===== src/rtl/stlf_pkg.sv =====
package stlf_pkg;
  localparam int KIND_W  = 5;
  localparam int K_FWD   = 0;
  localparam int K_STALL = 1;
  localparam int K_UNC   = 2;
  localparam int K_MEM   = 3;
  localparam int K_BLK   = 4;

  function automatic logic [KIND_W-1:0] kind_bit(input int pos);
    return KIND_W'(1) << pos;
  endfunction
endpackage


===== src/rtl/stlf_span_cmp.sv =====
module stlf_span_cmp #(
  parameter int AW  = 16,
  parameter int SZW = 4
) (
  input  logic [AW-1:0]  ld_addr,
  input  logic [SZW-1:0] ld_size,
  input  logic [AW-1:0]  st_addr,
  input  logic [SZW-1:0] st_size,
  output logic           full,
  output logic           part
);
  localparam int EW = AW + 1;

  logic [EW-1:0] ld_lo, ld_hi, st_lo, st_hi;
  logic          overlap;

  // one extra bit so that the end of a range never wraps
  assign ld_lo = {1'b0, ld_addr};
  assign st_lo = {1'b0, st_addr};
  assign ld_hi = ld_lo + EW'(ld_size);
  assign st_hi = st_lo + EW'(st_size);

  assign full    = (ld_lo >= st_lo) && (ld_hi <= st_hi);
  assign overlap = (ld_lo < st_hi) && (ld_hi > st_lo);
  assign part    = overlap && !full;
endmodule


===== src/rtl/stlf_age_scan.sv =====
module stlf_age_scan #(
  parameter int DEPTH = 8,
  parameter int IW    = $clog2(DEPTH)
) (
  input  logic [IW-1:0]    start_idx,
  input  logic [IW-1:0]    wb_idx,
  input  logic [DEPTH-1:0] live,
  input  logic [DEPTH-1:0] full,
  input  logic [DEPTH-1:0] part,
  input  logic [DEPTH-1:0] done,
  output logic             hit,
  output logic             hit_full,
  output logic [IW-1:0]    hit_idx
);
  logic [IW-1:0]    span;
  logic [IW-1:0]    slot [DEPTH];
  logic [DEPTH-1:0] cand;

  assign span = start_idx - wb_idx;

  // age position k holds the k-th store older than the load
  for (genvar k = 0; k < DEPTH; k++) begin : g_age
    assign slot[k] = start_idx - IW'(k + 1);
    assign cand[k] = (IW'(k) < span) && live[slot[k]] &&
                     (full[slot[k]] || (part[slot[k]] && !done[slot[k]]));
  end

  // youngest qualifying position wins: lowest k assigned last
  always_comb begin
    hit      = 1'b0;
    hit_full = 1'b0;
    hit_idx  = '0;
    for (int k = DEPTH - 1; k >= 0; k--) begin
      if (cand[k]) begin
        hit      = 1'b1;
        hit_full = full[slot[k]];
        hit_idx  = slot[k];
      end
    end
  end
endmodule


===== src/rtl/stlf_track.sv =====
module stlf_track #(
  parameter int SEQ_W = 8,
  parameter int LQW   = 3
) (
  input  logic             clk,
  input  logic             rst_n,
  input  logic             stall_req,
  input  logic [SEQ_W-1:0] stall_ld_seq,
  input  logic [LQW-1:0]   stall_ld_idx,
  input  logic [SEQ_W-1:0] stall_st_seq,
  input  logic             wb_done,
  input  logic [SEQ_W-1:0] wb_seq,
  input  logic             blk_req,
  input  logic [SEQ_W-1:0] blk_ld_seq,
  input  logic             blk_clear,
  output logic             stall_active,
  output logic [SEQ_W-1:0] stall_store_seq,
  output logic [LQW-1:0]   stall_load_idx,
  output logic [SEQ_W-1:0] stall_load_seq,
  output logic             blk_active,
  output logic [SEQ_W-1:0] blk_seq
);
  logic stall_clr, stall_pend, stall_take;
  logic blk_pend, blk_take;

  assign stall_clr  = stall_active && wb_done && (wb_seq == stall_store_seq);
  assign stall_pend = stall_active && !stall_clr;
  assign stall_take = stall_req && (!stall_pend || (stall_ld_seq < stall_load_seq));

  assign blk_pend = blk_active && !blk_clear;
  assign blk_take = blk_req && (!blk_pend || (blk_ld_seq < blk_seq));

  always_ff @(posedge clk) begin
    if (!rst_n) begin
      stall_active    <= 1'b0;
      stall_store_seq <= '0;
      stall_load_idx  <= '0;
      stall_load_seq  <= '0;
    end else if (stall_take) begin
      stall_active    <= 1'b1;
      stall_store_seq <= stall_st_seq;
      stall_load_idx  <= stall_ld_idx;
      stall_load_seq  <= stall_ld_seq;
    end else begin
      stall_active    <= stall_pend;
    end
  end

  always_ff @(posedge clk) begin
    if (!rst_n) begin
      blk_active <= 1'b0;
      blk_seq    <= '0;
    end else if (blk_take) begin
      blk_active <= 1'b1;
      blk_seq    <= blk_ld_seq;
    end else begin
      blk_active <= blk_pend;
    end
  end


  stall_age_chk: assert property (@(posedge clk) disable iff (!rst_n)
    (stall_active && !stall_clr) |=> (stall_active && (stall_load_seq <= $past(stall_load_seq))));


  stall_release_chk: assert property (@(posedge clk) disable iff (!rst_n)
    (stall_active && wb_done && (wb_seq == stall_store_seq) && !stall_req) |=> !stall_active);


  blk_age_chk: assert property (@(posedge clk) disable iff (!rst_n)
    (blk_active && !blk_clear) |=> (blk_active && (blk_seq <= $past(blk_seq))));
endmodule


===== src/rtl/stlf_check.sv =====
module stlf_check
  import stlf_pkg::*;
#(
  parameter int SQ_DEPTH = 8,
  parameter int LQ_DEPTH = 8,
  parameter int AW       = 16,
  parameter int DW       = 64,
  parameter int SEQ_W    = 8,
  parameter int SQW      = $clog2(SQ_DEPTH),
  parameter int LQW      = $clog2(LQ_DEPTH),
  parameter int SZW      = $clog2(DW / 8) + 1
) (
  input  logic                      clk,
  input  logic                      rst_n,
  input  logic                      req_valid,
  output logic                      req_ready,
  input  logic [AW-1:0]             req_addr,
  input  logic [SZW-1:0]            req_size,
  input  logic [SQW-1:0]            req_sq_idx,
  input  logic [LQW-1:0]            req_lq_idx,
  input  logic [SEQ_W-1:0]          req_seq,
  input  logic                      req_uncached,
  input  logic                      req_at_commit,
  input  logic [LQW-1:0]            lq_head,
  input  logic [SQW-1:0]            sq_wb_idx,
  input  logic                      cache_blocked,
  input  logic [SQ_DEPTH*AW-1:0]    sq_addr,
  input  logic [SQ_DEPTH*SZW-1:0]   sq_size,
  input  logic [SQ_DEPTH*DW-1:0]    sq_data,
  input  logic [SQ_DEPTH-1:0]       sq_done,
  input  logic [SQ_DEPTH*SEQ_W-1:0] sq_seq,
  input  logic                      wb_done,
  input  logic [SEQ_W-1:0]          wb_seq,
  input  logic                      blk_clear,
  output logic                      res_valid,
  input  logic                      res_ready,
  output logic [KIND_W-1:0]         res_kind,
  output logic [DW-1:0]             res_data,
  output logic [LQW-1:0]            res_lq_idx,
  output logic [SQW-1:0]            res_sq_idx,
  output logic                      stall_active,
  output logic [SEQ_W-1:0]          stall_store_seq,
  output logic [LQW-1:0]            stall_load_idx,
  output logic [SEQ_W-1:0]          stall_load_seq,
  output logic                      blk_active,
  output logic [SEQ_W-1:0]          blk_seq
);
  localparam int DB = DW / 8;
  localparam int OW = $clog2(DB);

  logic [AW-1:0]    st_addr [SQ_DEPTH];
  logic [SZW-1:0]   st_size [SQ_DEPTH];
  logic [DW-1:0]    st_data [SQ_DEPTH];
  logic [SEQ_W-1:0] st_seq  [SQ_DEPTH];
  logic [SQ_DEPTH-1:0] ent_live, ent_full, ent_part;

  for (genvar i = 0; i < SQ_DEPTH; i++) begin : g_ent
    assign st_addr[i]  = sq_addr[i*AW +: AW];
    assign st_size[i]  = sq_size[i*SZW +: SZW];
    assign st_data[i]  = sq_data[i*DW +: DW];
    assign st_seq[i]   = sq_seq[i*SEQ_W +: SEQ_W];
    assign ent_live[i] = (st_size[i] != '0);

    stlf_span_cmp #(.AW(AW), .SZW(SZW)) u_cmp (
      .ld_addr (req_addr),
      .ld_size (req_size),
      .st_addr (st_addr[i]),
      .st_size (st_size[i]),
      .full    (ent_full[i]),
      .part    (ent_part[i])
    );
  end

  logic           hit, hit_full;
  logic [SQW-1:0] hit_idx;

  stlf_age_scan #(.DEPTH(SQ_DEPTH), .IW(SQW)) u_scan (
    .start_idx (req_sq_idx),
    .wb_idx    (sq_wb_idx),
    .live      (ent_live),
    .full      (ent_full),
    .part      (ent_part),
    .done      (sq_done),
    .hit       (hit),
    .hit_full  (hit_full),
    .hit_idx   (hit_idx)
  );

  // request acceptance and the uncacheable gate
  logic acc, unc_hold;
  assign req_ready = !res_valid || res_ready;
  assign acc       = req_valid && req_ready;
  assign unc_hold  = req_uncached && !((req_lq_idx == lq_head) && req_at_commit);

  // forwarded data: align to the load offset inside the store, trim to load size
  logic [SZW-1:0] hit_size;
  logic [OW-1:0]  byte_off;
  logic [DW-1:0]  shifted, fwd_data;

  assign hit_size = st_size[hit_idx];
  assign byte_off = req_addr[OW-1:0] & (hit_size[OW-1:0] - OW'(1));
  assign shifted  = st_data[hit_idx] >> {byte_off, 3'b000};

  always_comb begin
    for (int b = 0; b < DB; b++) begin
      fwd_data[b*8 +: 8] = (b < int'(req_size)) ? shifted[b*8 +: 8] : 8'h00;
    end
  end

  logic [KIND_W-1:0] kind_nx;
  always_comb begin
    if (unc_hold)                kind_nx = kind_bit(K_UNC);
    else if (hit && hit_full)    kind_nx = kind_bit(K_FWD);
    else if (hit)                kind_nx = kind_bit(K_STALL);
    else if (cache_blocked)      kind_nx = kind_bit(K_BLK);
    else                         kind_nx = kind_bit(K_MEM);
  end

  // output stage
  always_ff @(posedge clk) begin
    if (!rst_n) begin
      res_valid  <= 1'b0;
      res_kind   <= '0;
      res_data   <= '0;
      res_lq_idx <= '0;
      res_sq_idx <= '0;
    end else if (acc) begin
      res_valid  <= 1'b1;
      res_kind   <= kind_nx;
      res_data   <= (!unc_hold && hit && hit_full) ? fwd_data : '0;
      res_lq_idx <= req_lq_idx;
      res_sq_idx <= (!unc_hold && hit) ? hit_idx : '0;
    end else if (res_ready) begin
      res_valid  <= 1'b0;
    end
  end

  logic stall_req, blk_req;
  assign stall_req = acc && !unc_hold && hit && !hit_full;
  assign blk_req   = acc && !unc_hold && !hit && cache_blocked;

  stlf_track #(.SEQ_W(SEQ_W), .LQW(LQW)) u_track (
    .clk             (clk),
    .rst_n           (rst_n),
    .stall_req       (stall_req),
    .stall_ld_seq    (req_seq),
    .stall_ld_idx    (req_lq_idx),
    .stall_st_seq    (st_seq[hit_idx]),
    .wb_done         (wb_done),
    .wb_seq          (wb_seq),
    .blk_req         (blk_req),
    .blk_ld_seq      (req_seq),
    .blk_clear       (blk_clear),
    .stall_active    (stall_active),
    .stall_store_seq (stall_store_seq),
    .stall_load_idx  (stall_load_idx),
    .stall_load_seq  (stall_load_seq),
    .blk_active      (blk_active),
    .blk_seq         (blk_seq)
  );


  kind_onehot_chk: assert property (@(posedge clk) disable iff (!rst_n)
    res_valid |-> ($countones(res_kind) == 1));


  res_hold_chk: assert property (@(posedge clk) disable iff (!rst_n)
    (res_valid && !res_ready) |=> (res_valid && $stable(res_kind) && $stable(res_data) && $stable(res_lq_idx)));


  unc_blk_keep_chk: assert property (@(posedge clk) disable iff (!rst_n)
    (acc && unc_hold && !blk_clear) |=> (blk_active == $past(blk_active)));


  unc_stall_keep_chk: assert property (@(posedge clk) disable iff (!rst_n)
    (acc && unc_hold && !wb_done) |=> (stall_active == $past(stall_active)));
endmodule


===== config.mk =====
export PLATFORM = sky130hd
export DESIGN_NAME = stlf_check
export DESIGN_NICKNAME = d
export VERILOG_FILES = /design/src/rtl/stlf_pkg.sv /design/src/rtl/stlf_span_cmp.sv /design/src/rtl/stlf_age_scan.sv /design/src/rtl/stlf_track.sv /design/src/rtl/stlf_check.sv
export SDC_FILE = /design/constraint.sdc
export NUM_CORES = 2
export LEC_CHECK = 0
export ABC_AREA = 1
export BUFFER_PORTS_ARGS = -buffer_cell sky130_fd_sc_hd__buf_2
export CORE_AREA = 2 2 358 360
export CTS_CLUSTER_SIZE = 40
export DETAILED_ROUTE_END_ITERATION = 16
export DIE_AREA = 0 0 360 362
export SYNTH_ARGS = -nofsm -noshare
export SYNTH_HDL_FRONTEND = slang
export SYNTH_SLANG_ARGS = --single-unit

===== constraint.sdc =====
create_clock -name clk -period 7.15 [get_ports clk]
set_input_delay 0.715 -clock clk [delete_from_list [all_inputs] [get_ports clk]]
set_output_delay 0.715 -clock clk [all_outputs]
set_load 0.05 [all_outputs]

# After elaboration in Yosys (flattened, before gate mapping)
# Cells that the tools add are included.
# totals
out_inout_bits,106
word_cells,318
regBits,105
# op_classes
n_bitwise,2
eq_ne,2
reduce_logical,110
shifts,1
magnitude_cmp,59
add_sub_neg,18
mux,115
# ops
cell,n
$bmux 64 s3,1
$mux 64,3
$add 16x4->17,9
$gt 17x16->1,8
$le 17x17->1,8
$lt 16x17->1,8
$ge 16x16->1,8
$bmux 1 s3,32
$mux 8,10
$logic_and 1x1->1,65
$shr 64x6->64,1
$mux 1,52
$mux 3,11
$lt 3x4->1 const B,8
$reduce_bool 4->1,8
$logic_not 1->1,25
$bmux 8 s3,1
$mux 5,4
$lt 3x4->1 const A,4
$lt 8x8->1,2
$bmux 4 s3,1
$lt 3x3->1 const A,4
$sub 3x3->3 const B,4
$logic_or 1x1->1,11
other kinds (13),19

# Longest topological paths before layout
# depth
ltp_word,27
mapped_depth,54

# Cells and area by module
# Synthesis repeated with hierarchy kept, for this count alone.
# hier_totals
hier_cells,5753
area_unflattened_um2,33493.4
# by_module_without_submodules
mod,cells_per_inst,seq_area_each_um2,area_per_inst_um2,instances
stlf_span_cmp (g_ent[2].u_cmp ...),369,0.0,2414.8,6
stlf_check,2086,1521.5,10314.9,1
stlf_span_cmp (g_ent[0].u_cmp ...),390,0.0,2451.1,2
stlf_age_scan,387,0.0,1929.4,1
stlf_track,286,580.6,1858.0,1

# Worst setup path before layout
# OpenSTA, ideal clock, no wires.
# synth_timing
path_kind,input-to-reg
startpoint,input port req_addr[0]
endpoint,register res_data[10]
setup_ps,70
required_time_ps,7080
arrival_time_ps,7049
path_slack_ps,31
n_path_buf,6
stages,45
cell_sequence,ha_1 fa_1 nand3_1 nand3_1 nand2_2 nor2_4 nand3_1 nor2_1 xor2_1 ha_1 nand2_1 nor2_1 nor3b_1 nand4_1 nand3_1 nand2_1 nand2_1 inv_2 [9 not listed] nand2_4 nand2_4 buf_6 buf_4 buf_2 buf_2 nand2_1 a31oi_1 a32o_1 inv_1 ha_1 nor2_1 clkbuf_1 clkbuf_1 nand3_1 nand3_1 nand3_1 a21oi_1
# synth_via
elab_chain_len,27
# synth_rtl
item,line,rtl
"start, declared",stlf_check.sv:17,"input logic [AW-1:0] req_addr,"
$add 16x4->17,stlf_span_cmp.sv:20,assign ld_hi = ld_lo + EW'(ld_size);
$le 17x17->1,stlf_span_cmp.sv:23,assign full = (ld_lo >= st_lo) && (ld_hi <= st_hi);
$logic_and 1x1->1,stlf_span_cmp.sv:23,
$logic_not 1->1,stlf_span_cmp.sv:25,assign part = overlap && !full;
$logic_and 1x1->1,stlf_span_cmp.sv:25,
$bmux 1 s3,stlf_age_scan.sv:25,(full[slot[k]] || (part[slot[k]] && !done[slot[k]]));
$mux 1 (not written as such),stlf_age_scan.sv:25,
$logic_and 1x1->1,stlf_age_scan.sv:25,
[10 not listed],-,
$not 3->4 (not written as such),"stlf_check.sv:100, stlf_check.sv:102",
$bmux 4 s3,stlf_check.sv:100,assign hit_size = st_size[hit_idx];
$mux 3 (not written as such) (2 in series),stlf_check.sv:100,
$sub 3x1->3,stlf_check.sv:101,assign byte_off = req_addr[OW-1:0] & (hit_size[OW-1:0] - OW'(1));
$and 3x3->3,stlf_check.sv:101,
$shr 64x6->64,stlf_check.sv:102,"assign shifted = st_data[hit_idx] >> {byte_off, 3'b000};"
$mux 8,stlf_check.sv:106,fwd_data[b*8 +: 8] = (b < int'(req_size)) ? shifted[b*8 +: 8] : 8'h00;
$mux 64 (*),stlf_check.sv:130,res_data <= (!unc_hold && hit && hit_full) ? fwd_data : '0;
"end signal, assigned",stlf_check.sv:130,
"end, declared",stlf_check.sv:38,"output logic [DW-1:0] res_data,"
# Every way passes the cells marked *; elsewhere a longest branch is shown, timed or not. The select of a mux whose other input is x is not followed.
# A chain may end at the register's enable or synchronous reset.

# Final worst setup path
# layout_timing
startpoint,input port req_addr[1]
endpoint,register res_data[41]
# Same word-level chain as after synthesis.

==> key figures <==
Outcome
  – Status: finished, final reports clean

Finish
  – Finished layout cell area: about 40000 um2
  – FILL cells: 14300
  – Synth-to-layout area growth: 35.6%
  – Share of layout cells above drive strength 1: 0.243
  – Fin util: 0.317
  – Final-stage net count: 7564
  – Final cell count without fillers: about 8000

Detailed routing
  – Antenna viol nets, final: 0
  – DR WL met2: around 90 mm
  – Via density: just over 5
  – Metal3 WL: between 10 and 15 mm
  – WL met1: about 76 mm
  – DR vias: 40800
  – Drt drc: 0
  – Final routed wire length divided by cell count: about 25 um
  – Drt first pass iters: 5
  – Total Routed Length: roughly 200 mm
  – 1st-iter DRT viols: roughly 3600
  – Top layer in use: met5

Setup path
  – CP Max Fanout: 37
  – Data arrival, critical path: 7.12 ns
  – Setup slack, reg-to-reg: 4.16 ns
  – Worst reg2reg path depth: 16
  – CP peak stage delay: about 0.5 ns
  – CP endpoint kind: flip-flop
  – Startpoint types: input port
  – WP data required: 7.46 ns
  – Slowest cell on crit path: fa_1
  – FF-to-FF End: res_data[53]
  – Worst setup path class: input port to flip-flop
  – Worst reg2reg path startpoint: res_valid
  – Crit path top cell by count: nand2_1

Timing
  – Worst setup margin: 0.340 ns
  – Final min period: ~6.8 ns
  – Hold Fails Final Rpt: 0
  – Worst Tran Pin Value: about 0.96 ns
  – Final setup violation count: 0
  – Max Slew Vio Count: 0
  – Relative max-transition margin: 0.353
  – Clock Skew: about 0.016 ns
  – Final cycle utilization of the critical path: 0.952
  – Fmax: 147 MHz
  – Setup repair after global routing missed its margin: yes

Logic synthesis
  – Library cells used by synthesis: 56
  – Register bit total from synthesis: ~110
  – Dominant cells by area after synthesis: ha_1 (24%), nand2_1 (16%), a21oi_1 (9.6%), nand3_1 (9.3%), dfxtp_1 (7.1%)
  – Synthesized instance count: 5041
  – Top-area cell type share of the netlist area: 0.239
  – Netlist Area Pre-Place: between 20000 and 30000 um2
  – Ys Warns: 0
  – Sequential fraction of the synthesis area: 0.0709
  – EDFF count, synth: 0
  – Top cell type by total area after synthesis: ha_1
  – Synth Flop Type: dfxtp_1
  – Syn Area/Cell: around 5.9 um2
  – Syn_nets: 6418
  – Async SR Flop Fraction: 0

Floorplan
  – Ports: approximately 910
  – Core area: roughly 130000 um2
  – Row count: 131
  – Chip height: approximately 360 um
  – Die X: around 360 um
  – Initial Util: 0.234
  – Die ar.: 130000 um2

Clocking
  – Max Root-Sink Buffers: 2
  – CTS tree: done
  – # clock sinks: between 100 and 150
  – Clock Latency Late Sink: about 0.40 ns
  – Hold buffer count at CTS: 0
  – Worst-path clk slew: ~0.080 ns
  – Root Driver: clkbuf_16
  – CTS H-tree depth: 3
  – CTS Buf Count: 9

Place
  – GPL Wtd Cong: roughly 1
  – Placement Cell Area: between 30000 and 40000 um2
  – Final HPWL DP: about 170 mm
  – Port buffer count: just over 900
  – Placed Cells: 7825
  – Placement Setup Slack: -0.522 ns

Power
  – Switching power: 5.80 mW
  – Flop pwr share: 0.072
  – Pwr/cell area: 240 nW/um2
  – Total power: about 9.6 mW
  – Switching portion of total power: 0.602
  – Leak: roughly 21 nW
  – Max IR drop VDD: about 0.19 mV
  – Combinational share of power: 0.865
  – Cell internal pwr: roughly 3.8 mW
  – Clk pwr share: 0.062

Hold path
  – Hold Path End: u_track.stall_load_idx[2]
  – Hold path cells: 2
  – Hold_sp: u_track.stall_load_idx[2]
  – Hold WC Path Type: flip-flop to flip-flop

GRT
  – Total grt overflow: 0
  – First-pass GRT wire length: 270 mm
  – Initial antenna violation count: about 120
  – Vias in the first global route: ~38000
  – Largest net degree at the start of global routing: 76
  – Gr usage total: 0.286

Run
  – Max Cap Viol: 0
routing by layer:
| layer | track usage | vias up |
|---|---|---|
| li1 | - | 19500 |
| met1 | 0.329 | 18800 |
| met2 | 0.479 | 1886 |
| met3 | 0.0543 | 485 |
| met4 | 0.195 | 56 |
| met5 | 0 | - |
worst max path at each step:
stage / start / to / cells past startpoint
floorplan: req_addr[0] / res_data[10] / 45
global placement: req_size[2] / res_data[24] / 49
detailed placement: req_size[2] / res_data[24] / 49
CTS: req_size[2] / res_data[19] / 48
global route: req_size[2] / res_data[59] / 53
finish: req_addr[1] / res_data[41] / 44
cells in the final DEF (no fill, tap or decap), types with 18 or more instances in the layout:
cell type / netlist / routed
o21ai_0: 200 / 195
nand3b_1: 58 / 58
nand2_2: 12 / 24
buf_12: 0 / 51
o211ai_1: 24 / 24
nand4_1: 84 / 84
ha_1: 566 / 565
a21oi_1: 566 / 556
nand3_1: 550 / 535
nand3_2: 3 / 18
nand2_1: 1292 / 1275
diode_2: 0 / 68
nor3_1: 73 / 61
buf_2: 79 / 906
xor2_1: 104 / 102
dfxtp_1: 105 / 105
nor2_1: 426 / 417
inv_1: 447 / 444
xnor2_1: 19 / 19
buf_4: 14 / 383
o21ai_1: 139 / 138
synthesized netlist by cell type, drive strengths merged, types with 9 or more instances:
master,number
nor3,79
xnor2,19
clkbuf,98
o21a,13
o211ai,24
a32o,9
dfxtp,105
a211oi,16
xor2,104
ha,566
a21o,10
nor2,438
buf,121
a31oi,13
o21ai,339
inv,457
nand3b,58
nand2,1308
nand4,85
a21oi,571
nor4,16
fa,10
nand3,553
metrics by stage:
stage          TNS [ns]  hold slack [ns]
5_1_grt          -0.172            0.472
4_1_cts               0            0.451
6_report              0            0.451
3_5_place_dp     -22.26            0.438
2_1_floorplan         0            0.661
3_3_place_gp     -18.34            0.437
power by group through the flow:
stage / Sequential [mW] / Combinational, mW / Clock (mW)
detailed placement: 0.708 / 8.07 / 0
global placement: 0.707 / 8.06 / 0
CTS: 0.694 / 8.11 / 0.604
finish: 0.697 / 8.34 / 0.601
floorplan: 0.903 / 4.31 / 0
global route: 0.700 / 9.04 / 0.627
final cells by class:
class	count	area [um2]	share of cell area
multi-input combinational	4258	25200	0.626
timing repair buffer	1354	8630	0.215
sequential	105	2100	0.0523
tap	1662	2080	0.0517
inverter	459	1730	0.0431
clock buffer	9	225	0.00560
antenna	68	170	0.00423
clock inverter	7	114	0.00283
worst max-delay path, delay by kind of cell:
family                     cells  cell delay (ns)
and+or+nand+nor               25             2.65
buffers and inverters         11             1.76
AOI/OAI and AO/OA              6             1.10
adders and majority gates      2             0.82
sequential cells by signal, summed over array words and instances (netlist names), 3 cells and up:
signal,count
res_data,64
u_track.blk_seq,8
u_track.stall_load_seq,8
u_track.stall_store_seq,8
res_kind,5
res_lq_idx,3
res_sq_idx,3
u_track.stall_load_idx,3
kinds of logic (layout without fill, tap and decap cells):
group	Yosys count	count (layout)	share of synthesized area
compound gates	1008	1008	0.180
xor+xnor	123	123	0.0363
fa+ha+maj	576	576	0.246
buf+inv	678	1829	0.0941
flops	105	105	0.0709
mux	5	5	0.00169
other cells	0	68	0
simple gates	2546	2546	0.372
timing repair:
action                     CTS  global route
gates resized for setup      3            93
setup endpoints to repair   17            72
pin swaps                    0            11
cloned                       0             3
hold endpoints to repair     0             0
setup buffers                0            10
Note: power is estimated with default switching activity, not from simulation.
